==> config.mk <==
export PLATFORM = sky130hd
export DESIGN_NAME = dmac_prog_regs
export DESIGN_NICKNAME = d
export VERILOG_FILES = /design/src/rtl/dmac_prog_pkg.sv /design/src/rtl/dmac_ptr_ff.sv /design/src/rtl/dmac_chan_regs.sv /design/src/rtl/dmac_ctrl_regs.sv /design/src/rtl/dmac_prog_regs.sv
export SDC_FILE = /design/constraint.sdc
export NUM_CORES = 1
export LEC_CHECK = 0
export BUFFER_PORTS_ARGS = -buffer_cell sky130_fd_sc_hd__buf_2
export CAP_MARGIN = 20
export CORE_MARGIN = 1
export CORE_UTILIZATION = 60
export CTS_CLUSTER_SIZE = 8
export DETAILED_ROUTE_END_ITERATION = 8
export PLACE_DENSITY = 0.86
export SLEW_MARGIN = 15
export SYNTH_ARGS = -nofsm -noshare
export SYNTH_HDL_FRONTEND = slang
export SYNTH_SLANG_ARGS = --single-unit
==> constraint.sdc <==
create_clock -name clk -period 4.58 [get_ports clk]
set_input_delay 0.229 -clock clk [delete_from_list [all_inputs] [get_ports clk]]
set_output_delay 0.229 -clock clk [all_outputs]
set_load 0.005 [all_outputs]
==> src/rtl/dmac_prog_pkg.sv <==
package dmac_prog_pkg;
   localparam int unsigned PORT_W = 4;
   localparam logic [PORT_W-1:0] PORT_STAT    = 4'h8;
   localparam logic [PORT_W-1:0] PORT_REQ     = 4'h9;
   localparam logic [PORT_W-1:0] PORT_SMASK   = 4'hA;
   localparam logic [PORT_W-1:0] PORT_MODE    = 4'hB;
   localparam logic [PORT_W-1:0] PORT_CLRPTR  = 4'hC;
   localparam logic [PORT_W-1:0] PORT_MCLR    = 4'hD;
   localparam logic [PORT_W-1:0] PORT_CLRMASK = 4'hE;
   localparam logic [PORT_W-1:0] PORT_ALLMASK = 4'hF;
   // index of the auto-initialise flag inside the stored mode field
   localparam int unsigned MODE_AUTO_BIT = 2;
endpackage

==> src/rtl/dmac_ptr_ff.sv <==
module dmac_ptr_ff (
   input  logic clk,
   input  logic rst_n,
   input  logic toggle,
   input  logic clear,
   output logic hi
);
   always_ff @(posedge clk or negedge rst_n) begin
      if (!rst_n)      hi <= 1'b0;
      else if (clear)  hi <= 1'b0;
      else if (toggle) hi <= ~hi;
   end

   p_ptr_flip_r3: assert property (@(posedge clk) disable iff (!rst_n)
      (toggle && !clear) |=> (hi != $past(hi)))
      else $error("pointer did not flip");
   p_ptr_clear_r3: assert property (@(posedge clk) disable iff (!rst_n)
      clear |=> !hi)
      else $error("pointer not cleared");
endmodule

==> src/rtl/dmac_chan_regs.sv <==
module dmac_chan_regs #(
   parameter int unsigned BUS_W = 8,
   parameter int unsigned REG_W = 16
) (
   input  logic             clk,
   input  logic             rst_n,
   input  logic             wr_addr,
   input  logic             wr_cnt,
   input  logic             hi_sel,
   input  logic [BUS_W-1:0] wdata,
   input  logic             reload,
   input  logic             upd,
   input  logic [REG_W-1:0] upd_addr,
   input  logic [REG_W-1:0] upd_cnt,
   output logic [REG_W-1:0] base_addr,
   output logic [REG_W-1:0] base_cnt,
   output logic [REG_W-1:0] cur_addr,
   output logic [REG_W-1:0] cur_cnt
);
   function automatic logic [REG_W-1:0] put_half(input logic [REG_W-1:0] old,
                                                  input logic [BUS_W-1:0] b,
                                                  input logic             h);
      logic [REG_W-1:0] r;
      r = old;
      if (h) r[REG_W-1:BUS_W] = b;
      else   r[BUS_W-1:0]     = b;
      return r;
   endfunction

   always_ff @(posedge clk or negedge rst_n) begin
      if (!rst_n) begin
         base_addr <= '0;
         cur_addr  <= '0;
      end else if (wr_addr) begin
         base_addr <= put_half(base_addr, wdata, hi_sel);
         cur_addr  <= put_half(cur_addr, wdata, hi_sel);
      end else if (reload) begin
         cur_addr  <= base_addr;
      end else if (upd) begin
         cur_addr  <= upd_addr;
      end
   end

   always_ff @(posedge clk or negedge rst_n) begin
      if (!rst_n) begin
         base_cnt <= '0;
         cur_cnt  <= '0;
      end else if (wr_cnt) begin
         base_cnt <= put_half(base_cnt, wdata, hi_sel);
         cur_cnt  <= put_half(cur_cnt, wdata, hi_sel);
      end else if (reload) begin
         cur_cnt  <= base_cnt;
      end else if (upd) begin
         cur_cnt  <= upd_cnt;
      end
   end

   p_base_hold_r12: assert property (@(posedge clk) disable iff (!rst_n)
      (!wr_addr && !wr_cnt) |=> ($stable(base_addr) && $stable(base_cnt)))
      else $error("base copy changed without a processor write");
   p_reload_r10: assert property (@(posedge clk) disable iff (!rst_n)
      (reload && !wr_addr) |=> (cur_addr == $past(base_addr)))
      else $error("auto-init reload missed");
   p_upd_cnt_r12: assert property (@(posedge clk) disable iff (!rst_n)
      (upd && !reload && !wr_cnt) |=> (cur_cnt == $past(upd_cnt)))
      else $error("engine count update lost");
endmodule

==> src/rtl/dmac_ctrl_regs.sv <==
module dmac_ctrl_regs #(
   parameter int unsigned NUM_CH = 4,
   parameter int unsigned BUS_W  = 8,
   localparam int unsigned MODE_W = BUS_W - 2
) (
   input  logic                     clk,
   input  logic                     rst_n,
   input  logic [BUS_W-1:0]         wdata,
   input  logic                     wr_cmd,
   input  logic                     wr_req,
   input  logic                     wr_smask,
   input  logic                     wr_mode,
   input  logic                     wr_mclr,
   input  logic                     wr_clrmask,
   input  logic                     wr_allmask,
   input  logic                     rd_stat,
   input  logic [NUM_CH-1:0]        eng_tc,
   input  logic [NUM_CH-1:0]        eng_req,
   output logic [NUM_CH-1:0]        mask,
   output logic [NUM_CH*MODE_W-1:0] mode,
   output logic [BUS_W-1:0]         cmd,
   output logic [NUM_CH-1:0]        sw_req,
   output logic [BUS_W-1:0]         status
);
   logic [NUM_CH-1:0] tc_q;

   for (genvar c = 0; c < NUM_CH; c++) begin : g_ch
      localparam logic [1:0] SEL = 2'(c);
      logic             m_q;
      logic             r_q;
      logic [MODE_W-1:0] md_q;
      wire              hit = (wdata[1:0] == SEL);

      always_ff @(posedge clk or negedge rst_n) begin
         if (!rst_n)                m_q <= 1'b1;
         else if (wr_mclr)          m_q <= 1'b1;
         else if (wr_clrmask)       m_q <= 1'b0;
         else if (wr_allmask)       m_q <= wdata[c];
         else if (wr_smask && hit)  m_q <= wdata[2];
      end

      always_ff @(posedge clk or negedge rst_n) begin
         if (!rst_n) begin
            md_q <= '0;
            r_q  <= 1'b0;
         end else if (wr_mclr) begin
            md_q <= '0;
            r_q  <= 1'b0;
         end else begin
            if (wr_mode && hit) md_q <= wdata[BUS_W-1:2];
            if (wr_req && hit)  r_q  <= wdata[2];
         end
      end

      assign mask[c]                 = m_q;
      assign sw_req[c]               = r_q;
      assign mode[c*MODE_W +: MODE_W] = md_q;
   end

   always_ff @(posedge clk or negedge rst_n) begin
      if (!rst_n) begin
         cmd  <= '0;
         tc_q <= '0;
      end else if (wr_mclr) begin
         cmd  <= '0;
         tc_q <= '0;
      end else begin
         if (wr_cmd) cmd <= wdata;
         tc_q <= (rd_stat ? '0 : tc_q) | eng_tc;
      end
   end

   always_comb begin
      status               = '0;
      status[NUM_CH-1:0]   = tc_q;
      status[4 +: NUM_CH]  = eng_req | sw_req;
   end

   p_mclr_r7: assert property (@(posedge clk) disable iff (!rst_n)
      wr_mclr |=> ((&mask) && (cmd == '0) && (sw_req == '0) && (mode == '0)))
      else $error("master clear incomplete");
   p_clrmask_r8: assert property (@(posedge clk) disable iff (!rst_n)
      (wr_clrmask && !wr_mclr) |=> (mask == '0))
      else $error("clear-mask left a bit set");
   p_tc_rdclr_r9: assert property (@(posedge clk) disable iff (!rst_n)
      (rd_stat && eng_tc == '0) |=> (status[NUM_CH-1:0] == '0))
      else $error("status read did not clear flags");
   p_tc_keep_r9: assert property (@(posedge clk) disable iff (!rst_n)
      (!wr_mclr && eng_tc != '0) |=> ((status[NUM_CH-1:0] & $past(eng_tc)) == $past(eng_tc)))
      else $error("terminal count flag lost");
   p_smask_r5: assert property (@(posedge clk) disable iff (!rst_n)
      (wr_smask && wdata[1:0] == 2'd0) |=> (mask[0] == $past(wdata[2])))
      else $error("single mask write missed");
endmodule

==> src/rtl/dmac_prog_regs.sv <==
module dmac_prog_regs
   import dmac_prog_pkg::*;
#(
   parameter int unsigned NUM_CH = 4,
   parameter int unsigned BUS_W  = 8,
   parameter int unsigned REG_W  = 16,
   localparam int unsigned MODE_W = BUS_W - 2,
   localparam int unsigned CH_W   = 2
) (
   input  logic                     clk,
   input  logic                     rst_n,
   input  logic                     bus_cs,
   input  logic                     bus_we,
   input  logic [PORT_W-1:0]        bus_addr,
   input  logic [BUS_W-1:0]         bus_wdata,
   output logic [BUS_W-1:0]         bus_rdata,
   input  logic                     eng_upd_valid,
   input  logic [CH_W-1:0]          eng_upd_ch,
   input  logic [REG_W-1:0]         eng_upd_addr,
   input  logic [REG_W-1:0]         eng_upd_cnt,
   input  logic [NUM_CH-1:0]        eng_tc,
   input  logic [NUM_CH-1:0]        eng_req,
   output logic [NUM_CH*REG_W-1:0]  base_addr_o,
   output logic [NUM_CH*REG_W-1:0]  base_cnt_o,
   output logic [NUM_CH-1:0]        mask_o,
   output logic [NUM_CH*MODE_W-1:0] mode_o,
   output logic [BUS_W-1:0]         cmd_o,
   output logic [NUM_CH-1:0]        sw_req_o
);
   if (NUM_CH < 1 || NUM_CH > 4) begin : g_bad_ch
      $error("NUM_CH must lie in 1..4");
   end
   if (BUS_W < 8 || REG_W != 2 * BUS_W) begin : g_bad_w
      $error("BUS_W must be at least 8 and REG_W twice BUS_W");
   end

   wire bus_wr   = bus_cs && bus_we;
   wire bus_rd   = bus_cs && !bus_we;
   wire chan_hit = bus_cs && !bus_addr[3] && ({1'b0, bus_addr[2:1]} < 3'(NUM_CH));
   wire wr_clrp  = bus_wr && (bus_addr == PORT_CLRPTR);
   wire wr_mclr  = bus_wr && (bus_addr == PORT_MCLR);
   wire rd_stat  = bus_rd && (bus_addr == PORT_STAT);

   logic ptr_hi;
   logic [BUS_W-1:0] status;
   logic [REG_W-1:0] cur_addr_w [NUM_CH];
   logic [REG_W-1:0] cur_cnt_w  [NUM_CH];

   dmac_ptr_ff u_ptr (
      .clk    (clk),
      .rst_n  (rst_n),
      .toggle (chan_hit),
      .clear  (wr_clrp || wr_mclr),
      .hi     (ptr_hi)
   );

   dmac_ctrl_regs #(.NUM_CH(NUM_CH), .BUS_W(BUS_W)) u_ctrl (
      .clk        (clk),
      .rst_n      (rst_n),
      .wdata      (bus_wdata),
      .wr_cmd     (bus_wr && bus_addr == PORT_STAT),
      .wr_req     (bus_wr && bus_addr == PORT_REQ),
      .wr_smask   (bus_wr && bus_addr == PORT_SMASK),
      .wr_mode    (bus_wr && bus_addr == PORT_MODE),
      .wr_mclr    (wr_mclr),
      .wr_clrmask (bus_wr && bus_addr == PORT_CLRMASK),
      .wr_allmask (bus_wr && bus_addr == PORT_ALLMASK),
      .rd_stat    (rd_stat),
      .eng_tc     (eng_tc),
      .eng_req    (eng_req),
      .mask       (mask_o),
      .mode       (mode_o),
      .cmd        (cmd_o),
      .sw_req     (sw_req_o),
      .status     (status)
   );

   for (genvar c = 0; c < NUM_CH; c++) begin : g_chan
      localparam logic [CH_W-1:0] SEL = CH_W'(c);
      wire sel = bus_wr && !bus_addr[3] && (bus_addr[2:1] == SEL);

      dmac_chan_regs #(.BUS_W(BUS_W), .REG_W(REG_W)) u_regs (
         .clk       (clk),
         .rst_n     (rst_n),
         .wr_addr   (sel && !bus_addr[0]),
         .wr_cnt    (sel && bus_addr[0]),
         .hi_sel    (ptr_hi),
         .wdata     (bus_wdata),
         .reload    (eng_tc[c] && mode_o[c*MODE_W + MODE_AUTO_BIT]),
         .upd       (eng_upd_valid && eng_upd_ch == SEL),
         .upd_addr  (eng_upd_addr),
         .upd_cnt   (eng_upd_cnt),
         .base_addr (base_addr_o[c*REG_W +: REG_W]),
         .base_cnt  (base_cnt_o[c*REG_W +: REG_W]),
         .cur_addr  (cur_addr_w[c]),
         .cur_cnt   (cur_cnt_w[c])
      );
   end

   always_comb begin
      logic [REG_W-1:0] word;
      word      = '0;
      bus_rdata = '0;
      if (bus_rd) begin
         if (bus_addr == PORT_STAT) bus_rdata = status;
         for (int c = 0; c < NUM_CH; c++) begin
            if (!bus_addr[3] && bus_addr[2:1] == CH_W'(c)) begin
               word      = bus_addr[0] ? cur_cnt_w[c] : cur_addr_w[c];
               bus_rdata = ptr_hi ? word[REG_W-1:BUS_W] : word[BUS_W-1:0];
            end
         end
      end
   end

   p_idle_rdata_r4: assert property (@(posedge clk) disable iff (!rst_n)
      !bus_rd |-> (bus_rdata == '0))
      else $error("read data driven without a read");
   p_mclr_ptr_r7: assert property (@(posedge clk) disable iff (!rst_n)
      wr_mclr |=> (mask_o == '1))
      else $error("master clear left a channel enabled");
endmodule

==> metrics.csv <==
stage,metric,value,unit
yosys,synthSimpleGateAreaFrac,0.140,
grt,grt_pass1_wl,79600,um
worst_setup_path,worstPathArrival,3.43,ns
worst_setup_path,crit_path_top_delay_cell,dfrtp_4,
yosys,ys_warn_count,0,
clock_tree,cts_num_sinks,301,
timing,tightest_slew,1.08,ns
placed_design,place_area,0.0169,mm2
power,intPower,5.70,mW
yosys,synthFlopType,dfrtp_1,
clock_tree,cts_buffers,43,
yosys,synth_top_area_cell,dfrtp_1,
yosys,synth_top_family_by_area,multiplexers,
layout,fillers,1768,
power,power_frac_seq,0.451,
timing,post-route-period-util,0.799,
layout,area_growth,14.9,%
run_status,status,completed,
layout,instances_no_fill,1980,
placed_design,dp_hpwl,34900,um
placed_design,gp_congestion,0.992,
drt,dr.pass1.iters,7,
power,power.leakage,8.49,nW
drt,avgRoutedWirePerCell,26.8,um
power,p_sw,2.36,mW
timing,rsz0062_at_grt,false,
yosys,synth-seq-cells,301,
yosys,synth-xor-area-share,0,
drt,drt_iter0_markers,1684,
yosys,syn_avg_cell_area,10.9,um2
worst_setup_path,worstPathCellList,mux2i_1 > a2111oi_0 > a2111oi_0 > a211oi_1 > buf_2,
grt,grt_pass1_vias,13200,
worst_setup_path,end_kind,output port,
yosys,netlist_instances,1454,
clock_tree,tritoncts,yes,
grt,grt_use_total,0.398,
yosys,synth_top_area_frac,0.471,
timing,period_minus_slack,3.66,ns
clock_tree,clock-root-buffer,clkbuf_16,
floorplanning,core,0.0255,mm2
power,p_comb_frac,0.194,
timing,hold_viol_final,0,
grt,grt_max_degree,138,
yosys,synth_compound_area_frac,0.0912,
worst_setup_path,crit_buf_inv,1,
clock_tree,clockBufferDepth,3,
placed_design,port-buffer-count,234,
floorplanning,rows,58,
power,p_sw_frac,0.293,
timing,tns,0,ns
power,ir_worst_vdd,323,uV
yosys,synth.area.top_cells,"dfrtp_1 47%, mux2_2 18%, nand2_1 6.6%",
layout,final_nets,1688,
timing,finClkSkew,0.0230,ns
yosys,ys_seq_area_frac,0.478,
clock_tree,post_cts_resized,0,
worst_setup_path,cp.required,4.35,ns
worst_setup_path,crit_family,compound AO/OA/AOI/OAI gates,
worst_setup_path,path_max_fanout,58,
layout,layout-drive-gt1-share,0.375,
floorplanning,ios,235,
floorplanning,die_h,164,um
timing,max_freq,273,MHz
clock_tree,worstSkewPairLatency,0.54,ns
drt,drc,0,
power,power_density,445,mW/mm2
clock_tree,htreeDepth,2,
worst_setup_path,startpoint_type,flop,
drt,vias,13600,
timing,maxSlewHeadroom,0.280,
drt,final_antenna_net_count,0,
worst_setup_path,crit_path_frequent_cell,a2111oi_0,
worst_setup_path,critical_path_class,reg -> out,
layout,final_util,0.712,
power,clock_power_share,0.355,
yosys,synthArstFlopShare,1.00,
drt,vias_per_cell,6.84,
hold_path,holdCritPathClass,in -> reg,
grt,overflow,0,
yosys,synth-edff-count,0,
grt,antenna_found_initial,1,
yosys,synthesis.nets,1513,
layout,fin_area,0.0181,mm2
yosys,synthesis.area,0.0158,mm2
yosys,ys_types,64,
floorplanning,die_w,164,um
floorplanning,die_area,0.0270,mm2
clock_tree,clk_pin_slew,0.05,ns
placed_design,placed_cells,1910,
yosys,synth-adder-area-share,0,
worst_setup_path,critPathMaxStageDelay,1.12,ns
timing,setup_viol,0,
timing,drv_slew,0,
drt,routed_wl,53000,um
floorplanning,initial_core_util,0.620,
flow_run,drv_cap,0,
yosys,synthMuxAreaShare,0.255,
cell usage after synthesis (4+ instances only):
cell type,instances
and2_1,5
clkbuf_1,66
mux4_2,12
buf_1,5
nor3_1,72
a22oi_1,12
nor2_2,5
mux2i_1,76
a21oi_1,5
buf_4,15
nand2_2,6
a311oi_1,4
a221o_1,4
mux2_4,8
nor2_1,52
nor2b_1,6
dfrtp_1,297
o21a_1,4
nand3_2,8
mux2_2,249
buf_2,32
o21ai_0,12
dfstp_2,4
a31oi_1,128
a211oi_1,8
nand2b_1,5
a2111oi_0,8
nor3b_1,5
nand2_1,277
o21ai_2,6
nor3_4,4
nand3_1,9
logic make-up (layout without fill, tap and decap cells):
| kind of cell | count (synthesis) | in the layout |
|---|---|---|
| compound gates | 206 | 206 |
| other cells | 0 | 4 |
| mux | 349 | 349 |
| buf+inv | 122 | 314 |
| flops | 301 | 301 |
| simple gates | 476 | 476 |
through the flow:
step	total power, mW	setup WS [ns]	hold slack [ns]
final	8.06	0.921	0.0221
after global placement	5.08	1.40	0.426
after global routing	8.33	0.878	0.0353
after floorplan	4.47	2.80	-0.0666
after detailed placement	5.16	1.50	0.420
after CTS	8.02	1.01	0.00795
power groups by stage:
stage | Sequential [mW] | Combinational, mW | Clock, mW
floorplan | 3.49 | 0.982 | 0
global placement | 3.61 | 1.47 | 0
detailed placement | 3.64 | 1.52 | 0
CTS | 3.61 | 1.54 | 2.86
global route | 3.68 | 1.66 | 2.99
finish | 3.64 | 1.56 | 2.87
cell type report:
cell class / instances / area (um2) / share of cell area
Sequential cell: 301 / 7540 / 0.416
Timing Repair Buffer: 251 / 1320 / 0.0730
Inverter: 1 / 3.75 / 0.000207
Antenna cell: 4 / 10.0 / 0.000552
Multi-Input combinational cell: 1031 / 7670 / 0.423
Tap cell: 330 / 413 / 0.0228
Clock inverter: 3 / 26.3 / 0.00145
Clock buffer: 59 / 1150 / 0.0632
final timing paths:
check	start	end	slack, ns	depth (start not counted)
worst max-delay path	u_ptr.hi	bus_rdata[7]	0.92	5
min in group asynchronous	rst_n	g_chan[3].u_regs.base_cnt[6]	0.38	2
worst min-delay path	eng_tc[0]	u_ctrl.tc_q[0]	0.02	3
max in group asynchronous	rst_n	g_chan[1].u_regs.base_cnt[8]	2.92	3
worst min register to register	g_chan[0].u_regs.cur_addr[5]	g_chan[0].u_regs.cur_addr[5]	0.49	1
worst max register to register	u_ptr.hi	g_chan[2].u_regs.cur_cnt[7]	1.76	4
per-layer routing:
metal | routed length (um) | global-route usage | up-vias
met5 | 0 | 0 | -
met4 | 4180 | 0.279 | 0
met3 | 6730 | 0.0972 | 307
met2 | 22600 | 0.568 | 1052
met1 | 19500 | 0.533 | 6603
li1 | - | - | 5588
layout by cell type, fill, tap and decap left out, types with 5 or more instances in the layout:
cell and count:
a21oi_1 5, nor2_2 6, mux2_2 249, mux2i_1 76, a31oi_1 128, nand2_2 7, clkbuf_1 15, mux4_2 12
a2111oi_0 8, and2_1 5, clkbuf_16 43, dfrtp_1 296, nand3_2 8, nand2b_1 5, o21ai_2 6, buf_4 13
nor2b_1 6, nor3_1 72, a211oi_1 8, nor2_1 51, nand3_1 9, nor3b_1 5, mux2_4 8, o21ai_0 12
nand2_1 276, a22oi_1 12, buf_2 233
flip-flops by register name, summed over array words and instances, names as in the netlist:
register                 count
g_chan.u_regs.base_addr     64
u_ctrl.g_ch.md_q            24
g_chan.u_regs.cur_cnt       64
g_chan.u_regs.base_cnt      64
g_chan.u_regs.cur_addr      64
u_ctrl.cmd                   8
u_ctrl.tc_q                  4
u_ptr.hi                     1
u_ctrl.g_ch.m_q              4
u_ctrl.g_ch.r_q              4
worst register-to-register path, delay by kind of cell (launching register included):
family	cells	cell delay (ns)
multiplexers	1	0.40
buffers and inverters	1	0.49
flip-flops	1	1.12
AO/OA/AOI/OAI	1	0.37
AND/OR/NAND/NOR	1	0.33
timing repair:
| item | CTS | global route |
|---|---|---|
| hold buffers | 3 | 0 |
| setup endpoints to repair | 0 | 0 |
| setup buffers | 0 | 0 |
| endpoints found under the hold margin | 131 | 0 |
(Power assumes the default switching activity.)
